`config.mk`:
```
export PLATFORM = sky130hd
export DESIGN_NAME = lsm_uop_sequencer
export DESIGN_NICKNAME = d
export VERILOG_FILES = /design/src/rtl/lsm_pkg.sv /design/src/rtl/lsm_lowbit_finder.sv /design/src/rtl/lsm_mask_walker.sv /design/src/rtl/lsm_offset_acc.sv /design/src/rtl/lsm_uop_sequencer.sv
export SDC_FILE = /design/constraint.sdc
export NUM_CORES = 1
export LEC_CHECK = 0
export CAP_MARGIN = 20
export CELL_PAD_IN_SITES_DETAIL_PLACEMENT = 0
export CELL_PAD_IN_SITES_GLOBAL_PLACEMENT = 1
export CORE_UTILIZATION = 35
export CTS_BUF_LIST = sky130_fd_sc_hd__clkbuf_4 sky130_fd_sc_hd__clkbuf_8 sky130_fd_sc_hd__clkbuf_16
export DETAILED_ROUTE_END_ITERATION = 10
export GPL_ROUTABILITY_DRIVEN = 0
export GPL_TIMING_DRIVEN = 0
export PLACE_DENSITY = 0.85
export SLEW_MARGIN = 20
export SYNTH_ARGS = -nofsm -noshare
export SYNTH_HDL_FRONTEND = slang
export SYNTH_SLANG_ARGS = --single-unit
```
`constraint.sdc`:
```
create_clock -name clk -period 5.02 [get_ports clk]
set_input_delay 1.004 -clock clk [delete_from_list [all_inputs] [get_ports clk]]
set_output_delay 1.004 -clock clk [all_outputs]
set_load 0.01 [all_outputs]
```
`src/rtl/lsm_pkg.sv`:
```
package lsm_pkg;
  typedef enum logic [2:0] {
    OP_MOV   = 3'd0,
    OP_ADDI  = 3'd1,
    OP_SUBI  = 3'd2,
    OP_LOAD  = 3'd3,
    OP_STORE = 3'd4
  } uop_kind_e;

  typedef enum logic [1:0] {
    ST_IDLE = 2'd0,
    ST_MOVE = 2'd1,
    ST_XFER = 2'd2,
    ST_WB   = 2'd3
  } seq_state_e;
endpackage

```
`src/rtl/lsm_lowbit_finder.sv`:
```
module lsm_lowbit_finder #(
  parameter int W     = 16,
  parameter int IDX_W = $clog2(W)
) (
  input  logic [W-1:0]     vec,
  output logic [W-1:0]     onehot,
  output logic [IDX_W-1:0] idx,
  output logic             any
);
  logic [W:0] seen;
  assign seen[0] = 1'b0;

  for (genvar i = 0; i < W; i++) begin : g_chain
    assign seen[i+1]  = seen[i] | vec[i];
    assign onehot[i]  = vec[i] & ~seen[i];
  end

  assign any = seen[W];

  always_comb begin
    idx = '0;
    for (int i = 0; i < W; i++) begin
      if (onehot[i]) idx = idx | IDX_W'(i);
    end
  end
endmodule

```
`src/rtl/lsm_mask_walker.sv`:
```
module lsm_mask_walker #(
  parameter int W     = 16,
  parameter int IDX_W = $clog2(W)
) (
  input  logic             clk,
  input  logic             rst_n,
  input  logic             load,
  input  logic [W-1:0]     load_val,
  input  logic             consume,
  output logic [IDX_W-1:0] low_idx,
  output logic             any,
  output logic [W-1:0]     rest
);
  logic [W-1:0] rem_q;
  logic [W-1:0] pick;

  lsm_lowbit_finder #(.W(W), .IDX_W(IDX_W)) u_find (
    .vec    (rem_q),
    .onehot (pick),
    .idx    (low_idx),
    .any    (any)
  );

  assign rest = rem_q & ~pick;

  always_ff @(posedge clk) begin
    if (!rst_n)       rem_q <= '0;
    else if (load)    rem_q <= load_val;
    else if (consume) rem_q <= rest;
  end
endmodule

```
`src/rtl/lsm_offset_acc.sv`:
```
module lsm_offset_acc #(
  parameter int IMM_W = 10,
  parameter int STEP  = 4
) (
  input  logic                    clk,
  input  logic                    rst_n,
  input  logic                    load,
  input  logic signed [IMM_W-1:0] start,
  input  logic                    step_en,
  input  logic                    up,
  output logic signed [IMM_W-1:0] off
);
  localparam logic signed [IMM_W-1:0] STEP_V = IMM_W'(STEP);

  always_ff @(posedge clk) begin
    if (!rst_n)       off <= '0;
    else if (load)    off <= start;
    else if (step_en) off <= up ? off + STEP_V : off - STEP_V;
  end
endmodule

```
`src/rtl/lsm_uop_sequencer.sv`:
```
module lsm_uop_sequencer
  import lsm_pkg::*;
#(
  parameter int LIST_W  = 16,
  parameter int BASE_W  = 4,
  parameter int REG_W   = 5,
  parameter int IMM_W   = 10,
  parameter int TMP_REG = 17,
  parameter int STEP    = 4,
  localparam int IDX_W  = $clog2(LIST_W),
  localparam int CNT_W  = $clog2(LIST_W + 3)
) (
  input  logic                    clk,
  input  logic                    rst_n,
  input  logic                    in_valid,
  output logic                    in_ready,
  input  logic [BASE_W-1:0]       in_base,
  input  logic [LIST_W-1:0]       in_list,
  input  logic                    in_up,
  input  logic                    in_pre,
  input  logic                    in_s,
  input  logic                    in_wb,
  input  logic                    in_load,
  output logic                    uop_valid,
  input  logic                    uop_ready,
  output logic [2:0]              uop_op,
  output logic [REG_W-1:0]        uop_reg,
  output logic [REG_W-1:0]        uop_base,
  output logic signed [IMM_W-1:0] uop_imm,
  output logic                    uop_last,
  output logic                    bad_req,
  output logic [CNT_W-1:0]        uop_total
);
  localparam logic [REG_W-1:0] TMP_IDX = REG_W'(TMP_REG);

  function automatic logic [CNT_W-1:0] f_popcount(input logic [LIST_W-1:0] m);
    logic [CNT_W-1:0] c;
    c = '0;
    for (int i = 0; i < LIST_W; i++) c = c + CNT_W'(m[i]);
    return c;
  endfunction

  function automatic logic signed [IMM_W-1:0] f_start_off(input logic pre, input logic up);
    logic signed [IMM_W-1:0] s;
    s = IMM_W'(STEP);
    if (!pre)    return '0;
    else if (up) return s;
    else         return -s;
  endfunction

  function automatic logic f_supported(input logic s_bit);
    return !s_bit;
  endfunction

  function automatic logic [CNT_W-1:0] f_total(input logic [LIST_W-1:0] m, input logic wb);
    return CNT_W'(1) + f_popcount(m) + CNT_W'(wb);
  endfunction

  seq_state_e st_q, st_d;
  logic [REG_W-1:0]  base_q;
  logic              up_q, wb_q, load_q, bad_q;
  logic [CNT_W-1:0]  pop_q, total_q;

  // named internal events
  logic accept, accept_ok, accept_bad, fire, xfer_fire;
  logic walk_any, walk_done;
  logic [IDX_W-1:0]  walk_idx;
  logic [LIST_W-1:0] walk_rest;
  logic signed [IMM_W-1:0] cur_off, wb_imm;

  assign in_ready   = (st_q == ST_IDLE);
  assign uop_valid  = (st_q != ST_IDLE);
  assign accept     = in_valid && in_ready;
  assign accept_ok  = accept && f_supported(in_s);
  assign accept_bad = accept && !f_supported(in_s);
  assign fire       = uop_valid && uop_ready;
  assign xfer_fire  = fire && (st_q == ST_XFER);
  assign walk_done  = (walk_rest == '0);
  assign wb_imm     = IMM_W'(pop_q) * IMM_W'(STEP);

  lsm_mask_walker #(.W(LIST_W), .IDX_W(IDX_W)) u_walk (
    .clk      (clk),
    .rst_n    (rst_n),
    .load     (accept_ok),
    .load_val (in_list),
    .consume  (xfer_fire),
    .low_idx  (walk_idx),
    .any      (walk_any),
    .rest     (walk_rest)
  );

  lsm_offset_acc #(.IMM_W(IMM_W), .STEP(STEP)) u_off (
    .clk     (clk),
    .rst_n   (rst_n),
    .load    (accept_ok),
    .start   (f_start_off(in_pre, in_up)),
    .step_en (xfer_fire),
    .up      (up_q),
    .off     (cur_off)
  );

  always_comb begin
    st_d = st_q;
    unique case (st_q)
      ST_IDLE: if (accept_ok) st_d = ST_MOVE;
      ST_MOVE: if (fire) st_d = walk_any ? ST_XFER : (wb_q ? ST_WB : ST_IDLE);
      ST_XFER: if (fire) st_d = !walk_done ? ST_XFER : (wb_q ? ST_WB : ST_IDLE);
      ST_WB:   if (fire) st_d = ST_IDLE;
      default: st_d = ST_IDLE;
    endcase
  end

  always_ff @(posedge clk) begin
    if (!rst_n) begin
      st_q    <= ST_IDLE;
      base_q  <= '0;
      up_q    <= 1'b0;
      wb_q    <= 1'b0;
      load_q  <= 1'b0;
      pop_q   <= '0;
      total_q <= '0;
      bad_q   <= 1'b0;
    end else begin
      st_q  <= st_d;
      bad_q <= accept_bad;
      if (accept_ok) begin
        base_q  <= REG_W'(in_base);
        up_q    <= in_up;
        wb_q    <= in_wb;
        load_q  <= in_load;
        pop_q   <= f_popcount(in_list);
        total_q <= f_total(in_list, in_wb);
      end
    end
  end

  always_comb begin
    uop_op   = OP_MOV;
    uop_reg  = '0;
    uop_base = '0;
    uop_imm  = '0;
    uop_last = 1'b0;
    unique case (st_q)
      ST_MOVE: begin
        uop_op   = OP_MOV;
        uop_reg  = TMP_IDX;
        uop_base = base_q;
        uop_last = !walk_any && !wb_q;
      end
      ST_XFER: begin
        uop_op   = load_q ? OP_LOAD : OP_STORE;
        uop_reg  = REG_W'(walk_idx);
        uop_base = TMP_IDX;
        uop_imm  = cur_off;
        uop_last = walk_done && !wb_q;
      end
      ST_WB: begin
        uop_op   = up_q ? OP_ADDI : OP_SUBI;
        uop_reg  = base_q;
        uop_base = base_q;
        uop_imm  = wb_imm;
        uop_last = 1'b1;
      end
      default: ;
    endcase
  end

  assign bad_req   = bad_q;
  assign uop_total = total_q;
endmodule

```
==> impl_metrics.toml <==
[sta]
rsz0062_at_grt = "no"
min_period_over_period_pct = 96.38
hold_viol_final = 0
fin_crit_ns = 4.838
fin_ws_ns = 0.1817
tightest_slew_ns = 0.8395
slew_viol_final = 0
setup_viol = 0
clock_skew_ns = 0.007331
relSlewSlack_pct = 43.82
max_freq_mhz = 206.7

[place]
dp_hpwl_um = 6763
io_buffers = 57
pre_cts_slack_ns = -0.2064
place_area_mm2 = 0.003844

[worst_setup_path]
criticalPathCategory = "input port to flip-flop"
endpoint_kind = "flip-flop"
reg2regPathDepth = 10
worst-path-max-fanout = 4
crit_arrival_ns = 5.04
cp-startpoint = "in_list[5]"
r2r_start = "st_q[0]$_SDFFE_PN0P_"
startpoint_type = "input port"
cp.required_ns = 5.22

[grt]
grt_pass1_vias = 2994
grt_use_total_pct = 19.39
grtUsageMet3_pct = 2.673
use_met2_pct = 32.83
use_met1_pct = 25.52
grt_max_degree = 13
busiest_layer = "met2"
antenna_found_initial = 0
grt_pass1_wl_um = 14630
overflow = 0

[synthesis]
synth_seq_cells = 44
postSynthAreaPerCell_um2 = 7.955
synth_cells = 394
synth_cell_types = 55
syn-cell-area_mm2 = 0.003134
postSynth.asyncResetShare_pct = 0
synth_edf_count = 0
yosys_warnings = 0
yosys_most_used_dff = "dfxtp_1"
yosysSeqAreaShare_pct = 28.10

[power_and_ir_drop]
switching_share_pct = 41.55
cellLeakagePower_nw = 1.608
pwr-share-comb_pct = 54.1
pwr-share-seq_pct = 30.6
finalPower_mw = 1.484
ir_drop_mv = 0.1691
p_sw_mw = 0.6168
p_clk_share_pct = 15.3
powerDensity_mw_per_mm2 = 377.5
power.internal_mw = 0.8676

[cts]
clk_latency_ns = 0.31
htreeDepth = 2
cts_made_buffers = 5
cts_tree = "built"
clk_pin_slew_ns = 0.08
clock-root-buffer = "clkbuf_8"
cts.sinks = 44
ctsHoldBuffers = 0
clockBufferDepth = 2

[worst_hold_path]
hp-class = "flip-flop to flip-flop"
hold_depth = 2
hp-start = "pop_q[1]$_SDFFE_PN0P_"

[cells_and_area]
final_nets = 516
design_area_mm2 = 0.003933
n_antenna_cell = 0
layout_commonest_cell = "clkdlybuf4s50_1"
drive_gt1_share_pct = 4.793
final_cell_mix = "57 x clkdlybuf4s50_1, 53 x nand2_1, 44 x dfxtp_1"
fin_util_pct = 45.31
syn_to_final_growth_pct = 25.47

[status]
status = "finished clean"

[drt]
vias = 3034
first_pass_iters = 4
drc_errors = 0
wl_um = 8929
wl_per_cell_um = 15.75
vias_per_cell = 5.351
drt-initial-drc-count = 122
postRouteAntennaNets = 0

[floorplan]
ios = 61
row_count = 34
dieWidth_um = 96.63
coreArea_mm2 = 0.008678
die_h_um = 96.63
dieArea_mm2 = 0.009337
initial_core_util_pct = 36.12

[flow_run]
drv_cap = 0
power groups by stage:
stage | sequential (mW) | combinational, mW | clock, mW
2_1_floorplan | 0.455 | 0.568 | 0
3_3_place_gp | 0.461 | 0.775 | 0
3_5_place_dp | 0.462 | 0.791 | 0
4_1_cts | 0.454 | 0.798 | 0.229
5_1_grt | 0.464 | 0.903 | 0.240
6_report | 0.455 | 0.803 | 0.227
metrics by stage:
| stage | setup TNS [ns] | cells | hold slack, ns |
|---|---|---|---|
| final | 0 | 567 | 0.4731 |
| after global routing | 0 | 567 | 0.4937 |
| after CTS | 0 | 567 | 0.4765 |
| after detailed placement | -0.3240 | 560 | 0.4647 |
| after global placement | -0.2375 | 560 | 0.4576 |
| after floorplan | 0 | 395 | 0.4438 |
registers in the layout (all words and copies together), names as in the netlist:
name          flops
u_walk.rem_q     16
u_off.off         8
pop_q             5
uop_total         5
base_q            4
st_q              2
bad_req           1
load_q            1
up_q              1
wb_q              1
worst paths after layout:
kind,end,slack [ns]
hold reg to reg,pop_q[1]$_SDFFE_PN0P_,0.47
setup reg to reg,u_walk.rem_q[12]$_SDFFE_PN0P_,2.06
hold / removal,pop_q[1]$_SDFFE_PN0P_,0.47
setup / recovery,uop_total[3]$_SDFFE_PN0P_,0.18
kinds of logic (layout without fill, tap and decap cells):
| family | count (synthesis) | after routing | synth area share (%) |
|---|---|---|---|
| DFF | 44 | 44 | 28.10 |
| AOI/OAI and AO/OA | 122 | 122 | 25.91 |
| other | 1 | 2 | 0.1196 |
| adders and majority gates | 30 | 30 | 14.49 |
| xor gates and xnor gates | 10 | 10 | 2.794 |
| and+or+nand+nor | 131 | 131 | 21.08 |
| muxes | 1 | 1 | 0.3194 |
| buffers and inverters | 55 | 119 | 7.185 |
routing by layer:
layer,vias to the layer above,routed length [um],part of all wire (%)
met5,-,0,0
met4,0,151,1.7
met3,14,394,4.4
met2,83,4285,48
met1,1434,4097,46
li1,1503,-,-
synth_stat cells (2+ instances only):
library cell | number | area (um^2)
dfxtp_1 | 44 | 880.8
o21bai_1 | 4 | 30.03
o31ai_1 | 5 | 37.54
a21o_1 | 4 | 30.03
o21ai_1 | 4 | 20.02
a21oi_1 | 25 | 125.1
nand3_1 | 5 | 25.02
or3_1 | 2 | 12.51
o22ai_1 | 4 | 25.02
a22oi_1 | 12 | 90.09
clkbuf_1 | 20 | 75.07
inv_1 | 31 | 116.4
a21boi_0 | 13 | 97.59
o211a_1 | 5 | 50.05
a31oi_1 | 2 | 12.51
a2111oi_0 | 3 | 26.28
nor4_2 | 2 | 25.02
xor2_1 | 5 | 43.79
o21ai_0 | 25 | 125.1
ha_1 | 17 | 212.7
buf_4 | 3 | 22.52
fa_1 | 11 | 220.2
or4_1 | 2 | 15.01
xnor2_1 | 5 | 43.79
nor2_1 | 25 | 93.84
and2_1 | 7 | 43.79
nor3_1 | 7 | 35.03
or2_2 | 3 | 18.77
a22o_1 | 5 | 43.79
nand2_1 | 53 | 198.9
nor2b_1 | 13 | 81.33
a32oi_1 | 2 | 17.52
nand3b_1 | 4 | 30.03
layout make-up:
type	instances	area, um^2
inverter	31	116.4
clock buffer	6	76.32
sequential	44	880.8
tap	108	135.1
multi-input combinational	296	2039
buffer	24	108.9
clock inverter	1	5.005
fill	897	4746
timing repair buffer	57	570.5
worst max-delay path, cell delays in order:
cell	delay (ns)
clkdlybuf4s50_1	0.48
inv_1	0.06
fa_1	0.59
fa_1	0.45
fa_1	0.48
fa_1	0.51
inv_1	0.06
ha_1	0.20
fa_1	0.43
xor2_2	0.27
nand3_1	0.13
xor2_1	0.15
nand2_1	0.07
o211a_1	0.14
timing repair:
item                                    in CTS  in global routing
endpoints found under the setup margin       0                  1
resized for setup                            0                  1
setup buffers                                0                  0
Note: power is estimated with default switching activity, not from simulation.
